### config.mk
export PLATFORM = sky130hd
export DESIGN_NAME = elem_pred_sequencer
export DESIGN_NICKNAME = d
export VERILOG_FILES = /design/src/rtl/pred_seq_pkg.sv /design/src/rtl/pred_seq_ctrl.sv /design/src/rtl/pred_field_map.sv /design/src/rtl/pred_bit_select.sv /design/src/rtl/elem_pred_sequencer.sv
export SDC_FILE = /design/constraint.sdc
export NUM_CORES = 1
export LEC_CHECK = 0
export BUFFER_PORTS_ARGS = -buffer_cell sky130_fd_sc_hd__buf_2
export CELL_PAD_IN_SITES_DETAIL_PLACEMENT = 0
export CELL_PAD_IN_SITES_GLOBAL_PLACEMENT = 1
export CORE_AREA = 2 2 135 137
export CTS_BUF_LIST = sky130_fd_sc_hd__clkbuf_16
export DETAILED_ROUTE_END_ITERATION = 7
export DIE_AREA = 0 0 137 139
export HOLD_SLACK_MARGIN = 0.06
export PLACE_DENSITY = 0.85
export SYNTH_ARGS = -nofsm -noshare
export SYNTH_HDL_FRONTEND = slang
export SYNTH_SLANG_ARGS = --single-unit
### constraint.sdc
create_clock -name clk -period 3.05 [get_ports clk]
set_clock_uncertainty 0.05 [all_clocks]
set_input_delay 0.305 -clock clk [delete_from_list [all_inputs] [get_ports clk]]
set_output_delay 0.305 -clock clk [all_outputs]
set_load 0.05 [all_outputs]
### src/rtl/pred_seq_pkg.sv
package pred_seq_pkg;
  localparam int FLAG_BITS = 4;
  localparam int FLAG_SEL_W = $clog2(FLAG_BITS);

  typedef enum logic {
    PM_INT = 1'b0,
    PM_CR  = 1'b1
  } pred_mode_e;

  typedef struct packed {
    pred_mode_e            mode;
    logic [FLAG_SEL_W-1:0] flag_sel;
    logic                  legacy;
  } seq_cfg_t;
endpackage

### src/rtl/pred_seq_ctrl.sv
module pred_seq_ctrl
  import pred_seq_pkg::*;
#(
  parameter int MAX_VL = 64,
  localparam int IDX_W = $clog2(MAX_VL),
  localparam int VL_W  = IDX_W + 1
) (
  input  logic             clk,
  input  logic             rst_n,
  input  logic             start_i,
  input  logic [VL_W-1:0]  vl_i,
  input  seq_cfg_t         cfg_i,
  output logic             busy_o,
  output logic             last_o,
  output logic             zdone_o,
  output logic [IDX_W-1:0] cnt_o,
  output seq_cfg_t         cfg_o
);
  logic             busy_q, busy_d;
  logic             zdone_q, zdone_d;
  logic [IDX_W-1:0] cnt_q, cnt_d;
  logic [VL_W-1:0]  vl_q;
  seq_cfg_t         cfg_q;
  logic             running, accept, last;

  assign running = busy_q | zdone_q;
  assign accept  = start_i & ~running;
  assign last    = busy_q && ((VL_W'(cnt_q) + VL_W'(1)) == vl_q);

  // next-state
  always_comb begin
    busy_d  = busy_q;
    cnt_d   = cnt_q;
    zdone_d = 1'b0;
    if (accept) begin
      cnt_d = '0;
      if (vl_i == '0) zdone_d = 1'b1;
      else            busy_d  = 1'b1;
    end else if (busy_q) begin
      if (last) begin
        busy_d = 1'b0;
        cnt_d  = '0;
      end else begin
        cnt_d = cnt_q + IDX_W'(1);
      end
    end
  end

  // state registers
  always_ff @(posedge clk or negedge rst_n) begin
    if (!rst_n) begin
      busy_q  <= 1'b0;
      zdone_q <= 1'b0;
      cnt_q   <= '0;
    end else begin
      busy_q  <= busy_d;
      zdone_q <= zdone_d;
      cnt_q   <= cnt_d;
    end
  end

  // configuration capture, enabled only by an accepted start
  always_ff @(posedge clk or negedge rst_n) begin
    if (!rst_n) begin
      vl_q  <= '0;
      cfg_q <= '0;
    end else if (accept) begin
      vl_q  <= vl_i;
      cfg_q <= cfg_i;
    end
  end

  assign busy_o  = busy_q;
  assign last_o  = last;
  assign zdone_o = zdone_q;
  assign cnt_o   = cnt_q;
  assign cfg_o   = cfg_q;

  assert_idx_below_vl_R2: assert property (@(posedge clk) disable iff (!rst_n)
    busy_q |-> (VL_W'(cnt_q) < vl_q));
  assert_idx_steps_R2: assert property (@(posedge clk) disable iff (!rst_n)
    (busy_q && !last) |=> (busy_q && cnt_q == $past(cnt_q) + IDX_W'(1)));
  assert_done_ends_loop_R3: assert property (@(posedge clk) disable iff (!rst_n)
    last |=> !busy_q);
  assert_zero_vl_no_issue_R4: assert property (@(posedge clk) disable iff (!rst_n)
    zdone_q |-> (!busy_q && vl_q == '0));
  assert_start_ignored_R5: assert property (@(posedge clk) disable iff (!rst_n)
    (busy_q && !last && start_i) |=> (busy_q && cnt_q == $past(cnt_q) + IDX_W'(1)));
  assert_cfg_held_R10: assert property (@(posedge clk) disable iff (!rst_n)
    busy_q |=> ($stable(cfg_q) && $stable(vl_q)));
endmodule

### src/rtl/pred_field_map.sv
module pred_field_map #(
  parameter int IDX_W = 6,
  parameter int GROUP_LOG2 = 3
) (
  input  logic             legacy_i,
  input  logic [IDX_W-1:0] idx_i,
  output logic [IDX_W-1:0] field_o
);
  logic [IDX_W-1:0] rev;

  generate
    if (IDX_W > GROUP_LOG2) begin : g_grouped
      assign rev = {idx_i[IDX_W-1:GROUP_LOG2], ~idx_i[GROUP_LOG2-1:0]};
    end else begin : g_single
      assign rev = ~idx_i;
    end
  endgenerate

  assign field_o = legacy_i ? rev : idx_i;
endmodule

### src/rtl/pred_bit_select.sv
module pred_bit_select
  import pred_seq_pkg::*;
#(
  parameter int MAX_VL = 64,
  localparam int IDX_W = $clog2(MAX_VL)
) (
  input  pred_mode_e                  mode_i,
  input  logic [FLAG_SEL_W-1:0]       flag_sel_i,
  input  logic [IDX_W-1:0]            idx_i,
  input  logic [IDX_W-1:0]            field_i,
  input  logic [MAX_VL-1:0]           int_src_i,
  input  logic [MAX_VL*FLAG_BITS-1:0] cr_src_i,
  output logic                        pred_o
);
  logic [FLAG_BITS-1:0]  fields [MAX_VL];
  logic [FLAG_BITS-1:0]  sel_field;
  logic [FLAG_SEL_W-1:0] flag_pos;

  for (genvar g = 0; g < MAX_VL; g++) begin : g_fields
    assign fields[g] = cr_src_i[g*FLAG_BITS +: FLAG_BITS];
  end

  always_comb begin
    sel_field = fields[field_i];
    flag_pos  = FLAG_SEL_W'(FLAG_BITS - 1) - flag_sel_i;
    pred_o    = (mode_i == PM_INT) ? int_src_i[idx_i] : sel_field[flag_pos];
  end
endmodule

### src/rtl/elem_pred_sequencer.sv
module elem_pred_sequencer
  import pred_seq_pkg::*;
#(
  parameter int MAX_VL = 64,
  parameter int GROUP_LOG2 = 3,
  localparam int IDX_W = $clog2(MAX_VL),
  localparam int VL_W  = IDX_W + 1
) (
  input  logic                        clk,
  input  logic                        rst_n,
  input  logic                        start_i,
  input  logic [VL_W-1:0]             vl_i,
  input  logic                        pred_mode_i,
  input  logic [FLAG_SEL_W-1:0]       flag_sel_i,
  input  logic                        legacy_order_i,
  input  logic [MAX_VL-1:0]           int_src_i,
  input  logic [MAX_VL*FLAG_BITS-1:0] cr_src_i,
  output logic                        elem_valid_o,
  output logic [IDX_W-1:0]            elem_idx_o,
  output logic                        pred_o,
  output logic                        done_o
);
  seq_cfg_t         cfg_in, cfg_q;
  logic             busy, last, zdone, pred_raw;
  logic [IDX_W-1:0] cnt, field;

  assign cfg_in.mode     = pred_mode_e'(pred_mode_i);
  assign cfg_in.flag_sel = flag_sel_i;
  assign cfg_in.legacy   = legacy_order_i;

  pred_seq_ctrl #(.MAX_VL(MAX_VL)) ctrl_i (
    .clk    (clk),
    .rst_n  (rst_n),
    .start_i(start_i),
    .vl_i   (vl_i),
    .cfg_i  (cfg_in),
    .busy_o (busy),
    .last_o (last),
    .zdone_o(zdone),
    .cnt_o  (cnt),
    .cfg_o  (cfg_q)
  );

  pred_field_map #(.IDX_W(IDX_W), .GROUP_LOG2(GROUP_LOG2)) map_i (
    .legacy_i(cfg_q.legacy),
    .idx_i   (cnt),
    .field_o (field)
  );

  pred_bit_select #(.MAX_VL(MAX_VL)) sel_i (
    .mode_i    (cfg_q.mode),
    .flag_sel_i(cfg_q.flag_sel),
    .idx_i     (cnt),
    .field_i   (field),
    .int_src_i (int_src_i),
    .cr_src_i  (cr_src_i),
    .pred_o    (pred_raw)
  );

  assign elem_valid_o = busy;
  assign elem_idx_o   = cnt;
  assign pred_o       = busy & pred_raw;
  assign done_o       = last | zdone;

  assert_int_pred_R6: assert property (@(posedge clk) disable iff (!rst_n)
    (elem_valid_o && cfg_q.mode == PM_INT) |-> (pred_o == int_src_i[elem_idx_o]));
  assert_no_pred_idle_R1: assert property (@(posedge clk) disable iff (!rst_n)
    !elem_valid_o |-> !pred_o);
endmodule

==> flow_summary.ini, run 1 <==
[outcome]
outcome = finished, violations left
violations = negative setup slack

[clock_tree]
clk_latency_ns = 0.25
cts_tree = yes
cts.clk_slew.worst_paths_ns = 0.05
cts_made_buffers = 3
cts_num_sinks = 19
ctsLongestPathBuffers = 2
root_buffer = clkbuf_16
h-tree-depth = 1

[global_route]
first_global_vias = 5927
grt_max_degree = 44
grt_usage = 0.225
grt_pass1_wl_um = 32700
antenna_found_initial = 13
grt_overflow = 0

[floorplan]
dieArea_um2 = 19000
dieWidth_um = 137
die_y_um = 139
num_rows = 49
core_um2 = 17700
initial_core_util = 0.252
io_pins = 343

[hold_path]
hp-class = in2reg

[route]
viasPerCell = 5.52
wl_per_cell_um = 22.2
antenna_left = 0
dr.pass1.iters = 4
drt_iter0_drc = 293
routed_wl_um = 22900
drc = 0
vias = 5716

[critical_path]
cp.required_ns = 2.69
path_cells = xor2_4 > buf_8 > buf_6 > buf_6 > mux4_2 > mux4_2 > a31o_4 > a31oi_4 > a2111oi_4 > buf_6
cp_max_fo = 4
max_stage_delay_ns = 0.51
timing.critical_path.mode_cell = buf_6
crit_buf_inv = 4
cpLargestDelayFamily = multiplexers
endpoint_kind = output pin
cp-start-kind = flip-flop
worst-endpoint-arrival_ns = 2.96
cp_slowest_cell = dfrtp_4
worst-setup-path-type = reg2out

[sta]
timing.final.max_slew_violations = 0
fmax_mhz = 301
worstMarginPinSlew_ns = 0.875
max_slew_margin = 0.402
finalSetupViolCount = 1
finalCritPeriodShare = 1.09
fin_hold_ws_ns = 0.192
rsz0062_at_grt = yes
setup_ws_ns = -0.268
timing_hold_violations_final = 0
fin_crit_ns = 3.32

[power_and_ir_drop]
p_seq_frac = 0.058
ir_drop_mv = 0.500
combPwrFrac = 0.911
powerDensity_nw_per_um2 = 1180
p_sw_w = 0.00405
p_int_w = 0.00467
leakagePower_nw = 3.38
clkPwrFrac = 0.031
swShare = 0.464

[logic_synthesis]
synth_flop_cell = dfrtp_1
syn_area_um2 = 4450
synth_edf_count = 0
synth_top_area_frac = 0.243
ys_warn_count = 0
synth_top_cell_by_area = mux4_2
avgSynthCellArea_um2 = 10.6
synth-seq-area-share = 0.107
yosysUniqueCellTypes = 62
synth_seq_cells = 19
synthCells = 420
synthTopCellsByArea = mux4_2 24%, dfrtp_1 11%, mux4_1 11%
mappedNetlistNets = 755
async_flop_share = 1.00

[place]
place_area_um2 = 6850
numPortBuffers = 342
routabilityCongestion = 0.855
dp_hpwl_um = 19100

[layout]
design_area_um2 = 7400
post-route-util = 0.419
nets = 1138
area_delta_synth_final_pct = 66.3
drive_gt1_frac = 0.661

[flow_run]
maxCapViolCount = 0
## cells by family after synthesis
kind of cell	count (synthesis)	share of synthesized area
buffers and inverters	57	0.0703
adder cells (fa/ha/maj)	1	0.00281
XOR/XNOR	14	0.0383
AND/OR/NAND/NOR	84	0.0959
AO/OA/AOI/OAI	138	0.241
flip-flops	19	0.107
multiplexers	107	0.445
## path summary, 6_finish.rpt
kind	startpoint	end	slack, ns	cells past startpoint
min in group asynchronous	rst_n	ctrl_i.vl_q[3]$_DFFE_PN0P_	0.49	2
max in group asynchronous	rst_n	ctrl_i.cnt_o[0]$_DFFE_PN0P_	2.11	2
worst min register to register	ctrl_i.vl_q[2]$_DFFE_PN0P_	ctrl_i.vl_q[2]$_DFFE_PN0P_	0.48	1
worst max-delay path	ctrl_i.cnt_o[0]$_DFFE_PN0P_	pred_o	-0.27	10
worst max register to register	ctrl_i.cnt_o[0]$_DFFE_PN0P_	ctrl_i.cnt_o[2]$_DFFE_PN0P_	0.24	13
worst min-delay path	vl_i[3]	ctrl_i.zdone_o$_DFF_PN0_	0.19	2
## synthesized netlist by cell type, types with 2 or more instances
cell / n
nand2_1: 30
a31oi_1: 7
mux2i_1: 30
buf_6: 2
nor3_1: 3
and4_1: 2
a221oi_1: 49
a22oi_1: 7
o21ai_0: 11
a2111oi_0: 6
clkbuf_1: 24
nor2b_1: 2
xnor2_1: 8
o221ai_1: 12
dfrtp_1: 19
nor2_1: 13
buf_4: 4
mux4_1: 18
nor4_1: 4
buf_2: 15
nor3b_1: 3
o22ai_1: 14
nand2b_1: 2
mux2_2: 11
a21o_1: 3
inv_1: 5
a211oi_1: 2
buf_8: 3
buf_1: 2
and3_1: 2
o211ai_1: 9
nand3_1: 13
a21oi_1: 7
mux4_2: 48
and2_1: 2
xor2_1: 2
## power groups by stage
stage	logic (W)	registers (W)	clock network (W)
floorplan	0.00456	0.000600	0
global placement	0.00682	0.000526	0
detailed placement	0.00692	0.000526	0
CTS	0.00770	0.000521	0.000273
global route	0.00850	0.000526	0.000281
finish	0.00794	0.000509	0.000269
## through the flow
step / power, W / setup TNS, ns / std cells / setup WS (ns)
floorplan: 0.00516 / -0.106 / 420 / -0.106
global placement: 0.00735 / -0.316 / 1007 / -0.316
detailed placement: 0.00745 / -0.257 / 1007 / -0.257
CTS: 0.00850 / -0.432 / 1025 / -0.248
global route: 0.00931 / -0.378 / 1032 / -0.355
finish: 0.00872 / -0.268 / 1035 / -0.268
## placed cells by master (no fill, tap or decap), types with 8 or more instances in the layout
| cell type | count |
|---|---|
| nand2_1 | 30 |
| mux2_2 | 11 |
| buf_2 | 340 |
| mux2i_1 | 30 |
| o211ai_1 | 9 |
| dfrtp_1 | 15 |
| mux4_1 | 14 |
| buf_6 | 11 |
| a221oi_1 | 47 |
| mux4_2 | 52 |
| buf_4 | 57 |
| nor2_1 | 12 |
| o21ai_0 | 8 |
| o22ai_1 | 14 |
| nand3_1 | 12 |
| o221ai_1 | 11 |
| buf_12 | 13 |
## cell type report
type | count | area [um2]
Timing Repair Buffer | 429 | 2670
Fill cell | 1768 | 10300
Sequential cell | 19 | 483
Antenna cell | 4 | 10.0
Inverter | 6 | 22.5
Multi-Input combinational cell | 344 | 3850
Clock buffer | 3 | 75.1
Clock inverter | 1 | 3.75
Tap cell | 229 | 287
## what timing repair did
action / CTS / global route
hold buffers: 1 / 0
gates resized for setup: 31 / 30
cloned: 2 / 1
pin swaps: 9 / 12
hold endpoints to repair: 19 / 0
endpoints found under the setup margin: 2 / 3
buffers inserted: 12 / 6
## routing by layer
| layer | vias up | routed length (um) | global-route usage |
|---|---|---|---|
| met5 | - | 96 | 0 |
| met4 | 14 | 406 | 0.0369 |
| met3 | 39 | 1930 | 0.0464 |
| met2 | 286 | 12600 | 0.449 |
| met1 | 2754 | 7930 | 0.241 |
| li1 | 2623 | - | - |
## sequential cells by signal (all words and copies together) (netlist names)
name            cells
ctrl_i.zdone_o      1
ctrl_i.cnt_o        6
ctrl_i.cfg_o        4
ctrl_i.vl_q         7
ctrl_i.busy_o       1
Power figures use the tool's default switching activity.
==> inputs of run 2 (changes only) <==
Settings changed: CORE_AREA 2 2 135 137 to 2 2 133 135, DIE_AREA 0 0 137 139 to 0 0 135 137, PLACE_DENSITY 0.85 to 0.87.
Clock period 3.05 ns to 4 ns, I/O delays scaled along.
==> flow_summary.ini, run 2 (synthesized netlist as in run 1, its figures left out) <==
[critical_path]
cp_max_fo = 35
max_stage_delay_ns = 0.51
cp.required_ns = 3.55
path_cells = buf_4 > mux4_2 > inv_1 > a2111oi_1 > o41ai_1 > or4_4 > a2111oi_2 > clkbuf_4
endpoint_kind = output pin
cp_slowest_cell = or4_4
cpLargestDelayFamily = compound AO/OA/AOI/OAI gates
worst-setup-path-type = reg2out
worst-endpoint-arrival_ns = 3.41
crit_buf_inv = 3
cp-start-kind = flip-flop

[global_route]
grt_pass1_wl_um = 31100
grt_usage = 0.223
grt_max_degree = 48
antenna_found_initial = 4
first_global_vias = 5611
grt_overflow = 0

[layout]
area_delta_synth_final_pct = 48.5
nets = 1085
largest_register_ffs = 7
drive_gt1_frac = 0.609
fillers = 1771
top_register = ctrl_i.vl_q
layout_commonest_cell = buf_2
layout_common_cells = 341 x buf_2, 49 x a221oi_1, 48 x mux4_2

[clock_tree]
root_buffer = clkbuf_16
cts_made_buffers = 3
ctsLongestPathBuffers = 2
h-tree-depth = 1
cts_tree = yes
clk_latency_ns = 0.25
cts_num_sinks = 19
cts.clk_slew.worst_paths_ns = 0.05

[sta]
timing.final.max_slew_violations = 0
fin_crit_ns = 3.86
setup_ws_ns = 0.145
fmax_mhz = 259
worstMarginPinSlew_ns = 0.783
timing_hold_violations_final = 0
finalCritPeriodShare = 0.964
setup_tns_ns = 0
max_slew_margin = 0.478
fin_hold_ws_ns = 0.297
finalSetupViolCount = 0
rsz0062_at_grt = no

[route]
drt_iter0_drc = 293
wl_per_cell_um = 22.4
antenna_left = 0
dr.pass1.iters = 5
routed_wl_um = 21800
drc = 0
vias = 5513
viasPerCell = 5.65

[floorplan]
core_um2 = 17100
num_rows = 48
dieArea_um2 = 18500
die_y_um = 137
dieWidth_um = 135
initial_core_util = 0.261
io_pins = 343

[place]
numPortBuffers = 342
routabilityCongestion = 0.794
dp_hpwl_um = 18300
dp_slack_ns = 0.139

[power_and_ir_drop]
ir_drop_mv = 0.378
leakagePower_nw = 3.02
power_w = 0.00535
powerDensity_nw_per_um2 = 810

[flow_run]
maxCapViolCount = 0

[outcome]
outcome = completed

[hold_path]
hp-class = in2reg
==> run 2: changes by cell type in the layout (fill, tap and decap cells not counted), moves of 3 or more <==
cell	previous run	this run
mux4_2	52	48
o21ai_0	8	11
diode_2	4	1
buf_8	4	0
buf_6	11	1
buf_4	57	29
mux4_1	14	18
buf_12	13	2
==> run 2: cell type report <==
type                            count  area [um2]  area share
Multi-Input combinational cell    345        3730       0.566
Timing Repair Buffer              375        1990       0.302
Sequential cell                    19         488      0.0739
Tap cell                          225         282      0.0426
Clock buffer                        3        75.1      0.0114
Inverter                            6        22.5     0.00341
Clock inverter                      1        3.75    0.000569
Antenna cell                        1        2.50    0.000379
==> run 2: metrics by stage <==
stage,instances,instance area (um2),utilization
2_1_floorplan,420,4450,-
3_3_place_gp,960,6390,0.374
3_5_place_dp,960,6390,0.374
4_1_cts,974,6580,0.386
5_1_grt,974,6600,0.387
6_report,975,6600,0.387
==> run 2: timing repair <==
action / in CTS / in global routing
pin swaps: 3 / 0
resized for setup: 2 / 9
buffers inserted: 8 / 0
setup endpoints to repair: 1 / 1
hold buffers: 1 / 0
hold endpoints to repair: 19 / 0
gates cloned: 1 / 0
==> run 2: path summary, 6_finish.rpt <==
check                           slack, ns                           to  depth (start not counted)                         from
max in group asynchronous            2.97  ctrl_i.cnt_o[2]$_DFFE_PN0P_                          2                        rst_n
worst max-delay path                 0.14                       pred_o                          8  ctrl_i.cnt_o[0]$_DFFE_PN0P_
worst max register to register       1.11  ctrl_i.cnt_o[4]$_DFFE_PN0P_                          9  ctrl_i.cnt_o[1]$_DFFE_PN0P_
worst min register to register       0.48   ctrl_i.vl_q[2]$_DFFE_PN0P_                          1   ctrl_i.vl_q[2]$_DFFE_PN0P_
min in group asynchronous            0.59  ctrl_i.cfg_o[3]$_DFFE_PN0P_                          2                        rst_n
worst min-delay path                 0.30     ctrl_i.zdone_o$_DFF_PN0_                          2                      vl_i[3]
==> run 2: report_power, final <==
part | total (W) | internal, W | switching [W] | leakage [nW]
combinational | 0.00468 | 0.00223 | 0.00246 | 2.75
clock | 0.000201 | 0.000133 | 0.0000681 | 0.0423
sequential | 0.000463 | 0.000287 | 0.000176 | 0.232
==> run 2: metal layers <==
metal / share of wire / track usage / vias to the layer above / routed length [um]
li1: - / - / 2506 / -
met1: 0.35 / 0.241 / 2683 / 7710
met2: 0.55 / 0.452 / 289 / 12100
met3: 0.080 / 0.0381 / 27 / 1740
met4: 0.010 / 0.0388 / 8 / 227
met5: 0.0026 / 0 / - / 56
